$ cat config.mk
export PLATFORM = sky130hd
export DESIGN_NAME = clkdiv_bank
export DESIGN_NICKNAME = d
export VERILOG_FILES = /design/src/rtl/clkdiv_pkg.sv /design/src/rtl/clkdiv_sync_pipe.sv /design/src/rtl/clkdiv_chan.sv /design/src/rtl/clkdiv_out_gate.sv /design/src/rtl/clkdiv_bank.sv
export SDC_FILE = /design/constraint.sdc
export NUM_CORES = 1
export LEC_CHECK = 0
export BUFFER_PORTS_ARGS = -buffer_cell sky130_fd_sc_hd__buf_2
export CAP_MARGIN = 20
export CORE_MARGIN = 3
export CORE_UTILIZATION = 35
export CTS_CLUSTER_DIAMETER = 120
export DETAILED_ROUTE_END_ITERATION = 10
export PLACE_DENSITY_LB_ADDON = 0.3
export SETUP_SLACK_MARGIN = 0.4
export SLEW_MARGIN = 20
export SYNTH_ARGS = -nofsm -noshare
export SYNTH_HDL_FRONTEND = slang
export SYNTH_SLANG_ARGS = --single-unit
$ cat constraint.sdc
create_clock -name clk -period 2.25 [get_ports clk]
set_input_delay 0.225 -clock clk [delete_from_list [all_inputs] [get_ports clk]]
set_output_delay 0.225 -clock clk [all_outputs]
set_load 0.005 [all_outputs]
$ cat src/rtl/clkdiv_pkg.sv
package clkdiv_pkg;
  // synchronizer flops ahead of the delay line
  localparam int SYNC_FLOPS   = 2;
  // total cycles from first sample of sync_n to divider reaction
  localparam int SYNC_LATENCY = 4;

  typedef enum logic {
    SRC_DIV = 1'b0,
    SRC_BYP = 1'b1
  } src_e;
endpackage

$ cat src/rtl/clkdiv_sync_pipe.sv
module clkdiv_sync_pipe
  import clkdiv_pkg::*;
(
  input  logic clk,
  input  logic rst_n,
  input  logic sync_n,
  output logic hold
);
  localparam int DEPTH = SYNC_LATENCY;
  localparam int EXTRA = SYNC_LATENCY - SYNC_FLOPS;

  logic [DEPTH-1:0] pipe_q, pipe_d;

  // stage 0..SYNC_FLOPS-1 form the synchronizer, the EXTRA stages pad the latency
  always_comb begin
    pipe_d = {pipe_q[DEPTH-2:0], sync_n};
  end

  always_ff @(posedge clk or negedge rst_n) begin
    if (!rst_n) pipe_q <= '0;
    else        pipe_q <= pipe_d;
  end

  assign hold = ~pipe_q[DEPTH-1];

  initial begin
    if (EXTRA < 0) $error("sync latency shorter than synchronizer");
  end
endmodule

$ cat src/rtl/clkdiv_chan.sv
module clkdiv_chan #(
  parameter int DW = 6
) (
  input  logic          clk,
  input  logic          rst_n,
  input  logic          hold,
  input  logic [DW-1:0] ratio,
  output logic          div_q
);
  localparam int HW = DW - 1;

  logic [HW-1:0] half_in, half_q;
  logic [HW-1:0] cnt_q, cnt_d;
  logic          q_q, q_d;
  logic          hold_q;
  logic          release_now;
  logic          half_load;

  // half period; ratios below 2 act as 2, odd ratios round down
  always_comb begin
    half_in = (ratio < DW'(2)) ? HW'(1) : HW'(ratio >> 1);
  end

  assign release_now = hold_q & ~hold;
  assign half_load   = hold;

  always_comb begin
    q_d   = q_q;
    cnt_d = cnt_q;
    if (hold) begin
      q_d   = 1'b0;
      cnt_d = '0;
    end else if (release_now) begin
      q_d   = 1'b1;
      cnt_d = '0;
    end else if (cnt_q == half_q - HW'(1)) begin
      q_d   = ~q_q;
      cnt_d = '0;
    end else begin
      cnt_d = cnt_q + HW'(1);
    end
  end

  always_ff @(posedge clk or negedge rst_n) begin
    if (!rst_n) begin
      q_q    <= 1'b0;
      cnt_q  <= '0;
      hold_q <= 1'b1;
    end else begin
      q_q    <= q_d;
      cnt_q  <= cnt_d;
      hold_q <= hold;
    end
  end

  always_ff @(posedge clk or negedge rst_n) begin
    if (!rst_n)         half_q <= HW'(1);
    else if (half_load) half_q <= half_in;
  end

  assign div_q = q_q;

  // hold forces the divided output low on the next edge
  a_r4_hold_low: assert property (@(posedge clk) disable iff (!rst_n)
    hold |=> !div_q);

  // the first cycle without hold makes the output rise
  a_r5_rise_on_release: assert property (@(posedge clk) disable iff (!rst_n)
    (hold_q && !hold) |=> div_q);

  // the working ratio cannot change while the divider runs
  a_r7_ratio_frozen: assert property (@(posedge clk) disable iff (!rst_n)
    !hold |=> $stable(half_q));
endmodule

$ cat src/rtl/clkdiv_out_gate.sv
module clkdiv_out_gate
  import clkdiv_pkg::*;
#(
  parameter int NCH = 4
) (
  input  logic           clk,
  input  logic           glb_en_bit,
  input  logic           glb_en_pin,
  input  logic [NCH-1:0] ch_en,
  input  logic [NCH-1:0] byp_sel,
  input  logic [NCH-1:0] div_q,
  output logic [NCH-1:0] clk_out,
  output logic [NCH-1:0] out_valid
);
  logic glb_on;
  assign glb_on = glb_en_bit & glb_en_pin;

  for (genvar i = 0; i < NCH; i++) begin : g_ch
    src_e src;
    logic muxed;
    assign src       = src_e'(byp_sel[i]);
    assign muxed     = (src == SRC_BYP) ? clk : div_q[i];
    assign out_valid[i] = ch_en[i] & glb_on;
    assign clk_out[i]   = out_valid[i] & muxed;
  end
endmodule

$ cat src/rtl/clkdiv_bank.sv
module clkdiv_bank #(
  parameter int NCH = 4,
  parameter int DW  = 6
) (
  input  logic              clk,
  input  logic              rst_n,
  input  logic              sync_n,
  input  logic              glb_en_bit,
  input  logic              glb_en_pin,
  input  logic [NCH-1:0]    ch_en,
  input  logic [NCH-1:0]    byp_sel,
  input  logic [NCH*DW-1:0] div_ratio,
  output logic [NCH-1:0]    clk_out,
  output logic [NCH-1:0]    out_valid
);
  import clkdiv_pkg::*;

  logic           hold;
  logic [NCH-1:0] div_q;

  clkdiv_sync_pipe u_sync (
    .clk    (clk),
    .rst_n  (rst_n),
    .sync_n (sync_n),
    .hold   (hold)
  );

  for (genvar i = 0; i < NCH; i++) begin : g_div
    clkdiv_chan #(.DW(DW)) u_chan (
      .clk   (clk),
      .rst_n (rst_n),
      .hold  (hold),
      .ratio (div_ratio[i*DW +: DW]),
      .div_q (div_q[i])
    );
  end

  clkdiv_out_gate #(.NCH(NCH)) u_gate (
    .clk        (clk),
    .glb_en_bit (glb_en_bit),
    .glb_en_pin (glb_en_pin),
    .ch_en      (ch_en),
    .byp_sel    (byp_sel),
    .div_q      (div_q),
    .clk_out    (clk_out),
    .out_valid  (out_valid)
  );

  // edges since reset, saturating; lets the latency check look back safely
  logic [2:0] age_q;
  always_ff @(posedge clk or negedge rst_n) begin
    if (!rst_n)                        age_q <= '0;
    else if (age_q != 3'(SYNC_LATENCY)) age_q <= age_q + 3'd1;
  end

  // hold reflects sync_n exactly four edges earlier
  a_r5_sync_latency: assert property (@(posedge clk) disable iff (!rst_n)
    (age_q == 3'(SYNC_LATENCY)) |-> (hold == !$past(sync_n, 4)));

  // either global control low turns every channel off
  a_r10_global_off: assert property (@(posedge clk) disable iff (!rst_n)
    (!glb_en_bit || !glb_en_pin) |-> (out_valid == '0));
endmodule

; ---- Word level (Yosys, flattened, before mapping)
; Index checks and enable logic that the tools add are counted.
[word_totals]
regBits = 49
out_inout_bits = 8
[classes]
addsub = 8
magnitude_cmp = 4
eq_ne = 8
muxes = 32
bitwise = 15
[ops]
columns = cell, count
row1 = 5-bit 2-to-1 mux, 16
row2 = 6-bit by 2-bit < comparator with 1-bit output (second input constant), 4
row3 = 5-bit by 1-bit adder with 5-bit output (second input constant), 4
row4 = 5-bit equality test, 4
row5 = 5-bit by 1-bit subtractor with 5-bit output (second input constant), 4
row6 = 1-bit 2-to-1 mux, 16
row7 = 3-bit by 1-bit != test with 1-bit output (second input constant), 4
row8 = 1-bit AND, 10
row9 = 1-bit NOT, 5

; ---- Depth between registers and ports, before layout
[logic_depth]
depth_word = 5
depth_mapped = 7
ltp_nobuf = 7

; ---- By module
; Synthesis repeated with hierarchy kept, for this count alone.
[hier_totals]
cells_unflattened = 233
area_unflattened_um2 = 2666.3
[by_module_without_submodules]
columns = module, n_inst, cells_each, area_each_um2
row1 = clkdiv_chan, 4, 54, 609.3
row2 = clkdiv_out_gate, 1, 12, 125.1
row3 = clkdiv_sync_pipe, 1, 5, 103.8

==> run metrics <==
status=finished clean; Hold Vio Cnt, Final=0; fill count=about 650; initial antenna violation count=0; total power=0.00231 W; Die H=a little over 90 um; setup TNS=0 ns; Slew Limit Fails=0; clock slew at reported path FFs=around 0.10 ns; Slew Limit Headroom=between 50% and 60%; drt initial violations=54; gr usage total=12.5%; vias in the first global route=~1800; DR vias=1702; critical path type=clock port to primary output; hold worst-path end=g_div[3].u_chan.half_q[2]$_DFFE_PN0N_; sw frac=roughly a quarter; R2R setup slack=0.50 ns; Synth Cell Area=about 0.0025 mm2; Max IR drop VDD=0.269 mV; pwr dens=about 750 mW/mm2; synth top area cells=dfrtp_1 44%, xnor2_1 7.7%, mux2_2 7.2%; commonest cells in the netlist=44 x dfrtp_1, 22 x xnor2_1, 20 x xor2_1; Layout Cells excl Fill=between 300 and 400; Placed Cells=about 350; syn_area_per_cell=11.5 um2; Critical R2R Launch=g_div[3].u_chan.half_q[0]$_DFFE_PN1N_; layout net count=about 320; most numerous cell in the Yosys netlist=dfrtp_1; CORE AREA=around 0.007 mm2; # Max-Cap Violations=0; r2r endpoint=g_div[3].u_chan.div_q$_DFFE_PN0P_; Top FF cell, synth=dfrtp_1; drt total wl=about 4.8 mm; WL/cell=~13 um; # diodes=0; setup repair after global routing missed its margin=yes; global placement routability congestion=between 0.7 and 0.8; Post-synth EDFFs=0; hold path start=div_ratio[21]; CTS tree=built; crit path max fanout=2; worst min-delay path class=primary input to flip-flop; grt ovf=0; io pins=between 40 and 50; worst slew pin tran=between 0.6 and 0.7 ns; #FFs+latches synth=a little under 50; Worst Setup End Kind=primary output; final setup fails=0; crit start category=clock port; Post-Syn Nets=around 260; die area=slightly above 0.008 mm2; Psw=between 0.0005 and 0.0006 W; combinational share of power=roughly 13%; area grow syn2layout=22.0%; Internal=about 0.0017 W; Reg2Reg Depth=7; Die W=90.8 um; Synth Instances=between 200 and 250; share of power burned in registers=~43%; Data arrival, critical path=1.64 ns; post-DP HPWL=around 3.3 mm; Setup Skew=around 0.013 ns; async set-reset flop share out of synthesis=100%; Site Rows=30; initial core utilization=36.6%; Synth area leader=dfrtp_1; WHS Path Cells=2; drt drc=0; Netlist cell types=30; first drt pass iteration count=4; Skew-Pair Late Insertion Delay=between 0.4 and 0.5 ns; fraction of layout cells with a size suffix above 1=approximately a third; IO Port Bufs=40; Ys Warns=0; CP required=2.03 ns; Synth top area share=around 44%; Seq/Total Area, Yosys=between 40% and 50%; ANT nets after route=0; leakage=about 1.4 nW; largest net degree at the start of global routing=50; DR vias/cell=between 4 and 5; clock group share of total power=between 40% and 50%; first-pass GRT wire length=between 8 and 9 mm
## per-stage QoR
| step | worst slack (ns) | instance area, um2 | util (%) | hold WS [ns] |
|---|---|---|---|---|
| 6_report | 0.380 | 3070 | 44.7 | 0.0552 |
| 5_1_grt | 0.346 | 3070 | 44.7 | 0.0436 |
| 4_1_cts | 0.333 | 3030 | 44.1 | 0.0450 |
| 3_5_place_dp | 0.434 | 2820 | 41.1 | 0.335 |
| 3_3_place_gp | 0.449 | 2820 | 41.1 | 0.333 |
| 2_1_floorplan | 0.513 | 2520 | - | -0.0706 |
## power groups by stage
stage | Clock, W | Combinational [W] | Sequential (W)
6_report | 0.00102 | 0.000293 | 0.000993
5_1_grt | 0.00110 | 0.000333 | 0.00100
4_1_cts | 0.00103 | 0.000284 | 0.000996
3_5_place_dp | 0.0000361 | 0.000280 | 0.00101
3_3_place_gp | 0.0000361 | 0.000275 | 0.00101
2_1_floorplan | 0.0000311 | 0.000199 | 0.000998
## sequential cells by signal, indices dropped and copies added (netlist names)
name / cells
g_div.u_chan.cnt_q: 20
g_div.u_chan.div_q: 4
g_div.u_chan.half_q: 20
g_div.u_chan.hold_q: 1
u_sync.pipe_q: 4
## cell type report
cell class | instances | area [um2] | area share (%)
Multi-Input combinational cell | 155 | 1230 | 40.2
Sequential cell | 49 | 1230 | 40.1
Timing Repair Buffer | 43 | 238 | 7.74
Clock buffer | 13 | 148 | 4.81
Tap cell | 96 | 120 | 3.91
Clock inverter | 3 | 65.1 | 2.12
Inverter | 9 | 33.8 | 1.10
## placed cells by master, fill, tap and decap left out, types with 4 or more instances in the layout
cell / n
buf_2: 40
nor3_1: 8
xnor2_1: 22
buf_4: 5
inv_1: 8
mux2_2: 16
clkbuf_8: 6
dfrtp_1: 44
nand3_1: 8
dfstp_2: 5
mux2i_1: 4
nor4_1: 4
a21oi_1: 4
ha_1: 7
nand2_1: 4
xor2_1: 20
o21a_1: 4
nor2b_1: 4
and3_1: 7
nor2_1: 18
## repair_timing
action,CTS,global route
endpoints found under the hold margin,45,0
setup endpoints to repair,4,10
buffers inserted,0,3
hold buffers,2,0
resized for setup,0,5
pin swaps,0,11
## cell families after synthesis
family          after synthesis  synth area share [%]
compound gates               20                  6.91
xor+xnor                     42                  14.6
fa+ha+maj                     8                  3.98
buf+inv                      14                  2.53
flops                        49                  49.0
mux                          20                  8.75
simple gates                 65                  14.3
## critical path, cell delays in order
cell and delay, ns:
buf_8 0.10, buf_8 0.11, mux2i_1 0.13, nor2b_1 0.06, buf_2 0.12
## how the worst max path moves through the flow
stage	start	end	cells after the start
finish	clk	clk_out[2]	5
global route	clk	clk_out[2]	5
CTS	clk	clk_out[2]	5
detailed placement	g_div[1].u_chan.half_q[0]$_DFFE_PN1N_	g_div[1].u_chan.div_q$_DFFE_PN0P_	7
global placement	g_div[1].u_chan.half_q[0]$_DFFE_PN1N_	g_div[1].u_chan.div_q$_DFFE_PN0P_	7
floorplan	g_div[1].u_chan.half_q[0]$_DFFE_PN1N_	g_div[1].u_chan.div_q$_DFFE_PN0P_	7
## layer usage
layer  GRT usage [%]  share of wire, %  wire length [um]  vias up
li1                -                 -                 -      855
met3            5.50               4.5               213        6
met1            15.3                47              2250      816
met4            6.78               1.0                49        0
met2            18.3                47              2270       25
met5               0                 0                 0        -
Power figures use the tool's default switching activity.
